`src/rtl/stx_pkg.sv`:
```
package stx_pkg;
  typedef struct packed {
    logic hi;   // bit from first pixel LSB
    logic lo;   // parity bit of half-first plus second
  } bit_pair_t;
endpackage

```
`src/rtl/stx_pair_decode.sv`:
```
module stx_pair_decode #(
  parameter int PIX_W = 8
) (
  input  logic [PIX_W-1:0]  first_pix,
  input  logic [PIX_W-1:0]  second_pix,
  output stx_pkg::bit_pair_t bits
);
  function automatic logic low_bit_of(input logic [PIX_W-1:0] p);
    return p[0];
  endfunction

  function automatic logic half_sum_parity(input logic [PIX_W-1:0] p, input logic [PIX_W-1:0] q);
    logic [PIX_W:0] s;
    s = {1'b0, (p >> 1)} + {1'b0, q};
    return s[0];
  endfunction

  always_comb begin
    bits.hi = low_bit_of(first_pix);
    bits.lo = half_sum_parity(first_pix, second_pix);
  end
endmodule

```
`src/rtl/stx_bit_packer.sv`:
```
module stx_bit_packer #(
  parameter int BYTE_W = 8
) (
  input  logic               clk,
  input  logic               rst_n,
  input  logic               take,
  input  stx_pkg::bit_pair_t bits,
  output logic               byte_done,
  output logic [BYTE_W-1:0]  byte_val
);
  localparam int IDX_W = $clog2(BYTE_W);
  localparam logic [IDX_W-1:0] TOP_IDX = IDX_W'(BYTE_W - 1);

  logic [IDX_W-1:0]  idx_q;
  logic [BYTE_W-1:0] buf_q;
  logic [BYTE_W-1:0] buf_nxt;

  for (genvar i = 0; i < BYTE_W; i++) begin : g_slot
    always_comb begin
      if (take && idx_q == IDX_W'(i))
        buf_nxt[i] = bits.hi;
      else if (take && idx_q == IDX_W'(i + 1))
        buf_nxt[i] = bits.lo;
      else
        buf_nxt[i] = buf_q[i];
    end
  end

  assign byte_done = take && (idx_q == IDX_W'(1));
  assign byte_val  = buf_nxt;

  always_ff @(posedge clk or negedge rst_n) begin
    if (!rst_n) begin
      idx_q <= TOP_IDX;
      buf_q <= '0;
    end else begin
      buf_q <= buf_nxt;
      if (take)
        idx_q <= byte_done ? TOP_IDX : idx_q - IDX_W'(2);
    end
  end
endmodule

```
`src/rtl/stx_byte_tracker.sv`:
```
module stx_byte_tracker #(
  parameter int NUM_BYTES = 1024,
  parameter int ADDR_W    = 10
) (
  input  logic              clk,
  input  logic              rst_n,
  input  logic              byte_done,
  output logic [ADDR_W-1:0] cur_addr,
  output logic              done_q
);
  localparam logic [ADDR_W-1:0] LAST_ADDR = ADDR_W'(NUM_BYTES - 1);

  always_ff @(posedge clk or negedge rst_n) begin
    if (!rst_n) begin
      cur_addr <= '0;
      done_q   <= 1'b0;
    end else if (byte_done) begin
      cur_addr <= cur_addr + ADDR_W'(1);
      if (cur_addr == LAST_ADDR)
        done_q <= 1'b1;
    end
  end
endmodule

```
`src/rtl/stego_pair_extractor.sv`:
```
module stego_pair_extractor #(
  parameter int PIX_W     = 8,
  parameter int BYTE_W    = 8,
  parameter int NUM_BYTES = 1024,
  parameter int ADDR_W    = $clog2(NUM_BYTES)
) (
  input  logic              clk,
  input  logic              rst_n,
  input  logic              in_valid,
  input  logic [PIX_W-1:0]  pix_a,
  input  logic [PIX_W-1:0]  pix_b,
  output logic              byte_valid,
  output logic [BYTE_W-1:0] byte_data,
  output logic [ADDR_W-1:0] byte_addr,
  output logic              done
);
  stx_pkg::bit_pair_t pair_bits;
  logic               pair_take;
  logic               byte_fill;
  logic [BYTE_W-1:0]  byte_next;
  logic [ADDR_W-1:0]  seq_addr;

  assign pair_take = in_valid && !done;

  stx_pair_decode #(.PIX_W(PIX_W)) u_dec (
    .first_pix (pix_a),
    .second_pix(pix_b),
    .bits      (pair_bits)
  );

  stx_bit_packer #(.BYTE_W(BYTE_W)) u_pack (
    .clk      (clk),
    .rst_n    (rst_n),
    .take     (pair_take),
    .bits     (pair_bits),
    .byte_done(byte_fill),
    .byte_val (byte_next)
  );

  stx_byte_tracker #(.NUM_BYTES(NUM_BYTES), .ADDR_W(ADDR_W)) u_trk (
    .clk      (clk),
    .rst_n    (rst_n),
    .byte_done(byte_fill),
    .cur_addr (seq_addr),
    .done_q   (done)
  );

  always_ff @(posedge clk or negedge rst_n) begin
    if (!rst_n) begin
      byte_valid <= 1'b0;
      byte_data  <= '0;
      byte_addr  <= '0;
    end else begin
      byte_valid <= byte_fill;
      if (byte_fill) begin
        byte_data <= byte_next;
        byte_addr <= seq_addr;
      end
    end
  end
endmodule

```
`config.mk`:
```
export PLATFORM = sky130hd
export DESIGN_NAME = stego_pair_extractor
export DESIGN_NICKNAME = d
export VERILOG_FILES = /design/src/rtl/stx_pkg.sv /design/src/rtl/stx_pair_decode.sv /design/src/rtl/stx_bit_packer.sv /design/src/rtl/stx_byte_tracker.sv /design/src/rtl/stego_pair_extractor.sv
export SDC_FILE = /design/constraint.sdc
export NUM_CORES = 1
export LEC_CHECK = 0
export BUFFER_PORTS_ARGS = -buffer_cell sky130_fd_sc_hd__buf_2
export CAP_MARGIN = 10
export CORE_ASPECT_RATIO = 1.25
export CORE_UTILIZATION = 60
export CTS_BUF_LIST = sky130_fd_sc_hd__clkbuf_2 sky130_fd_sc_hd__clkbuf_4 sky130_fd_sc_hd__clkbuf_8
export DETAILED_ROUTE_END_ITERATION = 7
export PLACE_DENSITY = 0.85
export SYNTH_ARGS = -nofsm -noshare
export SYNTH_HDL_FRONTEND = slang
export SYNTH_SLANG_ARGS = --single-unit
```
`constraint.sdc`:
```
create_clock -name clk -period 2.97 [get_ports clk]
set_clock_uncertainty 0.15 [all_clocks]
set_input_delay 0 -clock clk [delete_from_list [all_inputs] [get_ports clk]]
set_output_delay 0 -clock clk [all_outputs]
set_load 0.03 [all_outputs]
```
== After elaboration in Yosys (flattened, before gate mapping) ==
Cells that the tools add are included.
Word-level totals
  register bits after elaboration: 41
  input bits: 19
  logic and storage cells: 47
Cells by class
  $add $sub $neg: 3
  eq/ne operators: 8
  multiplexer cells: 17
  reductions and logical operators: 12
Operator list (count)
  $mux W1: 16
  $eq A3 B3 Y1 const B: 4
  $add A10 B1 Y10 const B: 1
  $eq A10 B10 Y1 const B: 1
  $logic_and A1 B1 Y1: 9
  $eq A3 B2 Y1 const B: 2
  $eq A3 B1 Y1 const B: 1
  $logic_not A3 Y1: 1
  $mux W3: 1
  $sub A3 B2 Y3 const B: 1
  $reduce_and A2 Y1: 1
  $add A1 B1 Y1: 1
  $logic_not A1 Y1: 1

== Logic depth before layout (Yosys ltp) ==
  depth after elaboration: 5
  mapped depth: 5

== By module ==
A second synthesis with hierarchy kept.
Unflattened totals
  cells, all modules: 142
  area, all modules: 1856.8 µm²
By module, submodules not included
  stego_pair_extractor: instances 1, cells an instance 40, area an instance 753.2 µm², sequential area each 475.5 µm²
  stx_bit_packer: instances 1, cells an instance 61, area an instance 594.3 µm², sequential area each 279.0 µm²
  stx_byte_tracker: instances 1, cells an instance 39, area an instance 493.0 µm², sequential area each 275.3 µm²
  stx_pair_decode: instances 1, cells an instance 2, area an instance 16.3 µm², sequential area each 0.0 µm²

== Worst setup path before layout ==
OpenSTA, ideal clock, no wires.
  kind: register to register
  start: register u_trk.done_q
  end: register byte_addr[1]
  library setup time: 0.125 ns
  arrival: 1.331 ns
  slack: 1.364 ns
  cell stages (with the launch flop): 5
  buffers on the path: 1
  period minus slack after synthesis: 1.606 ns
  cell sequence: dfrtp_1 > nor2b_4 > nand3_4 > buf_6 > mux2_4
Between the ends
  cells in the longest elaborated chain, start to end: 3
RTL lines
  from (decl): RTL line stx_byte_tracker.sv:9  | output logic done_q
  from (signal assigned): RTL line stx_byte_tracker.sv:16  | done_q <= 1'b0;
  from (signal assigned): RTL line stx_byte_tracker.sv:20  | done_q <= 1'b1;
  $logic_not A1 Y1: RTL line stego_pair_extractor.sv:23  | assign pair_take = in_valid && !done;
  $logic_and A1 B1 Y1: RTL line stego_pair_extractor.sv:23
  $logic_and A1 B1 Y1: RTL line stx_bit_packer.sv:29  | assign byte_done = take && (idx_q == IDX_W'(1));
  to (signal assigned): RTL line stego_pair_extractor.sv:57  | byte_addr <= seq_addr;
  to (decl): RTL line stego_pair_extractor.sv:14  | output logic [ADDR_W-1:0] byte_addr,
Every way passes these cells.
A chain may end at the register's enable or synchronous reset.

== Worst setup path after layout ==
  start: register u_pack.idx_q[1]
  end: register byte_addr[0]
Between the ends
  cells in the longest elaborated chain, start to end: 2
RTL lines
  from (decl): RTL line stx_bit_packer.sv:14  | logic [IDX_W-1:0] idx_q;
  from (signal assigned): RTL line stx_bit_packer.sv:39  | idx_q <= byte_done ? TOP_IDX : idx_q - IDX_W'(2);
  $eq A3 B1 Y1: RTL line stx_bit_packer.sv:29
  $logic_and A1 B1 Y1: RTL line stx_bit_packer.sv:29
Every way passes these cells.

==> flow_summary.yaml <==
worst_setup_path:
  cp_max_fo: 21
  path_cells: "nor2_1 -> nand3_4 -> mux2_2"
  path_buf_inv: 0
  start_kind: "register"
  cp-end-kind: "register"
  critical_path_class: "reg -> reg"
  critical-path-top-delay-family: "flip-flops"
  cpPeakStageDelay_ps: 730
  cp_slowest_cell: "dfstp_2"
  critPathRequiredTime_ps: 3050
  r2r_setup_slack_ps: 1070
  crit_arrival_ps: 1990
synthesis:
  synth_edf_count: 0
  yosys_register_bits: 39
  syn_nets: 156
  synthArstFlopShare_pct: 100
  synth_area_leaders: "dfrtp_1 49%, mux2_4 14%, dfstp_2 4.3%"
  ys.flop_type: "dfrtp_1"
  synth_top_area_share_pct: 49.0
  syn_area_sq_mm: 0.00184
  synth.distinct_cells: 42
  yosysTopAreaCell: "dfrtp_1"
  yosysWarnings: 0
  syn_area_per_cell_sq_um: 13.5
  seq_area_frac_synth_pct: 53.3
  synth_cells: 136
global_route:
  grt_pass1_vias: 1156
  grt_remaining_overflow: 0
  grt_first_pass_wirelength_microns: 5040
  track_usage_pct: 20.5
  antenna_found_initial: 0
  grt_start_max_net_pins: 40
final_layout:
  n_antenna_cell: 0
  layout-area-overhead-vs-synth_pct: 13.0
  post_route_cells_drive_above_1_share_pct: 37.3
  layout.nets: 185
sta:
  fmaxAchievable_ghz: 0.525
  worst_slack_ps: 1070
  fin_crit_sh_pct: 64.1
  fin_crit_ps: 1900
  worst_pin_slew_ps: 831
  slew_headroom_pct: 44.6
  setup_tns_ps: 0
  setup_viol: 0
  rsz0062_at_grt: "no"
  hold_viol: 0
  drv_slew: 0
clocking:
  post-cts-setup-buffers: 0
  clk_pin_slew_ps: 130
  cts_root_buf: "clkbuf_4"
  cts_buffers: 5
  clock_latency_ps: 350
  ctsHoldBuffers: 5
  cts_sinks: 39
  htree_levels: 2
  clockBufferDepth: 2
  cts_tree: "yes"
  cts_resized: 0
placed_design:
  port_buffers: 25
  dp_slack_ps: 1090
  routabilityCongestion: 0.792
  dpl.hpwl_microns: 1930
floorplan:
  start_util_pct: 63.0
  dieWidth_microns: 51.5
  dieArea_sq_mm: 0.00329
  ios: 39
  die-height_microns: 63.9
  placementRows: 22
  core_sq_mm: 0.00292
power:
  p_leak_nw: 1.10
  ir_worst_vdd_v: 0.000383
  power.density_mw_per_mm2: 446
routing:
  drcViolationCount: 0
  dr_total_vias: 1145
  wl_microns: 2940
  antenna_left: 0
  wl_per_cell_microns: 14.6
  first_pass_iters: 4
  viasPerCell: 5.67
  drtIter0Drc: 33
hold_path:
  hold_path_class: "in -> async"
status:
  status: "completed"
flow_run:
  cap_violations: 0
-- layer usage --
metal  GRT usage [%]  up-vias  wire [microns]
li1                -      548               -
met1            26.5      558            1390
met2            32.5       34            1390
met3            5.71        5             132
met4            7.77        0              37
met5               0        -               0
-- cell usage after synthesis, drive strengths merged (2+ instances only) --
cell    count
nand3       5
nor4        2
xor2        6
nor3b       3
nand2       6
xnor2       7
inv         2
o21ai       2
and3        2
nand4       4
nor3        4
dfrtp      36
o31ai       2
mux2       21
nand2b      2
buf         7
nor2        4
dfstp       3
-- state kept, by name, indices dropped and copies added, names as in the netlist --
signal	count
byte_data	8
u_pack.buf_q	6
byte_valid	1
u_pack.idx_q	3
u_trk.cur_addr	10
u_trk.done_q	1
byte_addr	10
-- layout by cell type (no fill, tap or decap), drive strengths merged, types with 3 or more instances in the layout --
| cell | count |
|---|---|
| buf | 25 |
| clkbuf | 5 |
| dfrtp | 36 |
| dfstp | 3 |
| dlygate4sd3 | 5 |
| mux2 | 21 |
| nand2 | 6 |
| nand3 | 5 |
| nand4 | 4 |
| nor2 | 4 |
| nor3 | 4 |
| nor3b | 3 |
| xnor2 | 7 |
| xor2 | 6 |
-- final timing paths --
kind / start / end / cells past startpoint
min: rst_n / u_trk.cur_addr[8] / 2
min reg2reg: byte_addr[2] / byte_addr[2] / 1
max in group asynchronous: rst_n / u_trk.cur_addr[2] / 2
min in group clk: pix_a[0] / byte_data[1] / 3
max reg2reg: u_pack.idx_q[1] / byte_addr[0] / 3
max: u_pack.idx_q[1] / byte_addr[0] / 3
-- worst reg2reg max path: stages (launching register included) --
cell     delay [ps]
dfstp_2         730
nor2_1          170
nand3_4         360
mux2_2          390
-- cells by family after synthesis --
group / Yosys count / synth area share (%)
buffers and inverters: 10 / 3.81
adders and majority gates: 1 / 0.681
xor gates and xnor gates: 13 / 6.20
AOI/OAI and AO/OA: 10 / 3.95
and+or+nand+nor: 41 / 15.1
muxes: 22 / 16.9
DFF: 39 / 53.3
-- final cells by class --
| class | count | area (sq um) |
|---|---|---|
| fill | 215 | 842 |
| tap | 36 | 45.0 |
| sequential | 39 | 980 |
| timing repair buffer | 30 | 175 |
| clock inverter | 3 | 43.8 |
| clock buffer | 5 | 37.5 |
| inverter | 2 | 7.51 |
| multi-input combinational | 87 | 787 |
-- power by group --
part           internal (mW)  switching [mW]
sequential             0.535         0.00656
clock                  0.177           0.175
combinational         0.0131          0.0187
total                  0.725           0.201
-- per-stage QoR --
stage / util (%) / total power [mW] / hold slack (ps) / area, sq um / cells
floorplan: - / 0.562 / -446 / 1840 / 136
global placement: 66.6 / 0.577 / -18.3 / 1940 / 189
detailed placement: 66.6 / 0.578 / -0.636 / 1940 / 189
CTS: 71.1 / 0.936 / 147 / 2080 / 202
global route: 71.1 / 0.963 / 189 / 2080 / 202
finish: 71.1 / 0.926 / 126 / 2080 / 202
No activity file was read; power rests on OpenSTA's default activity.
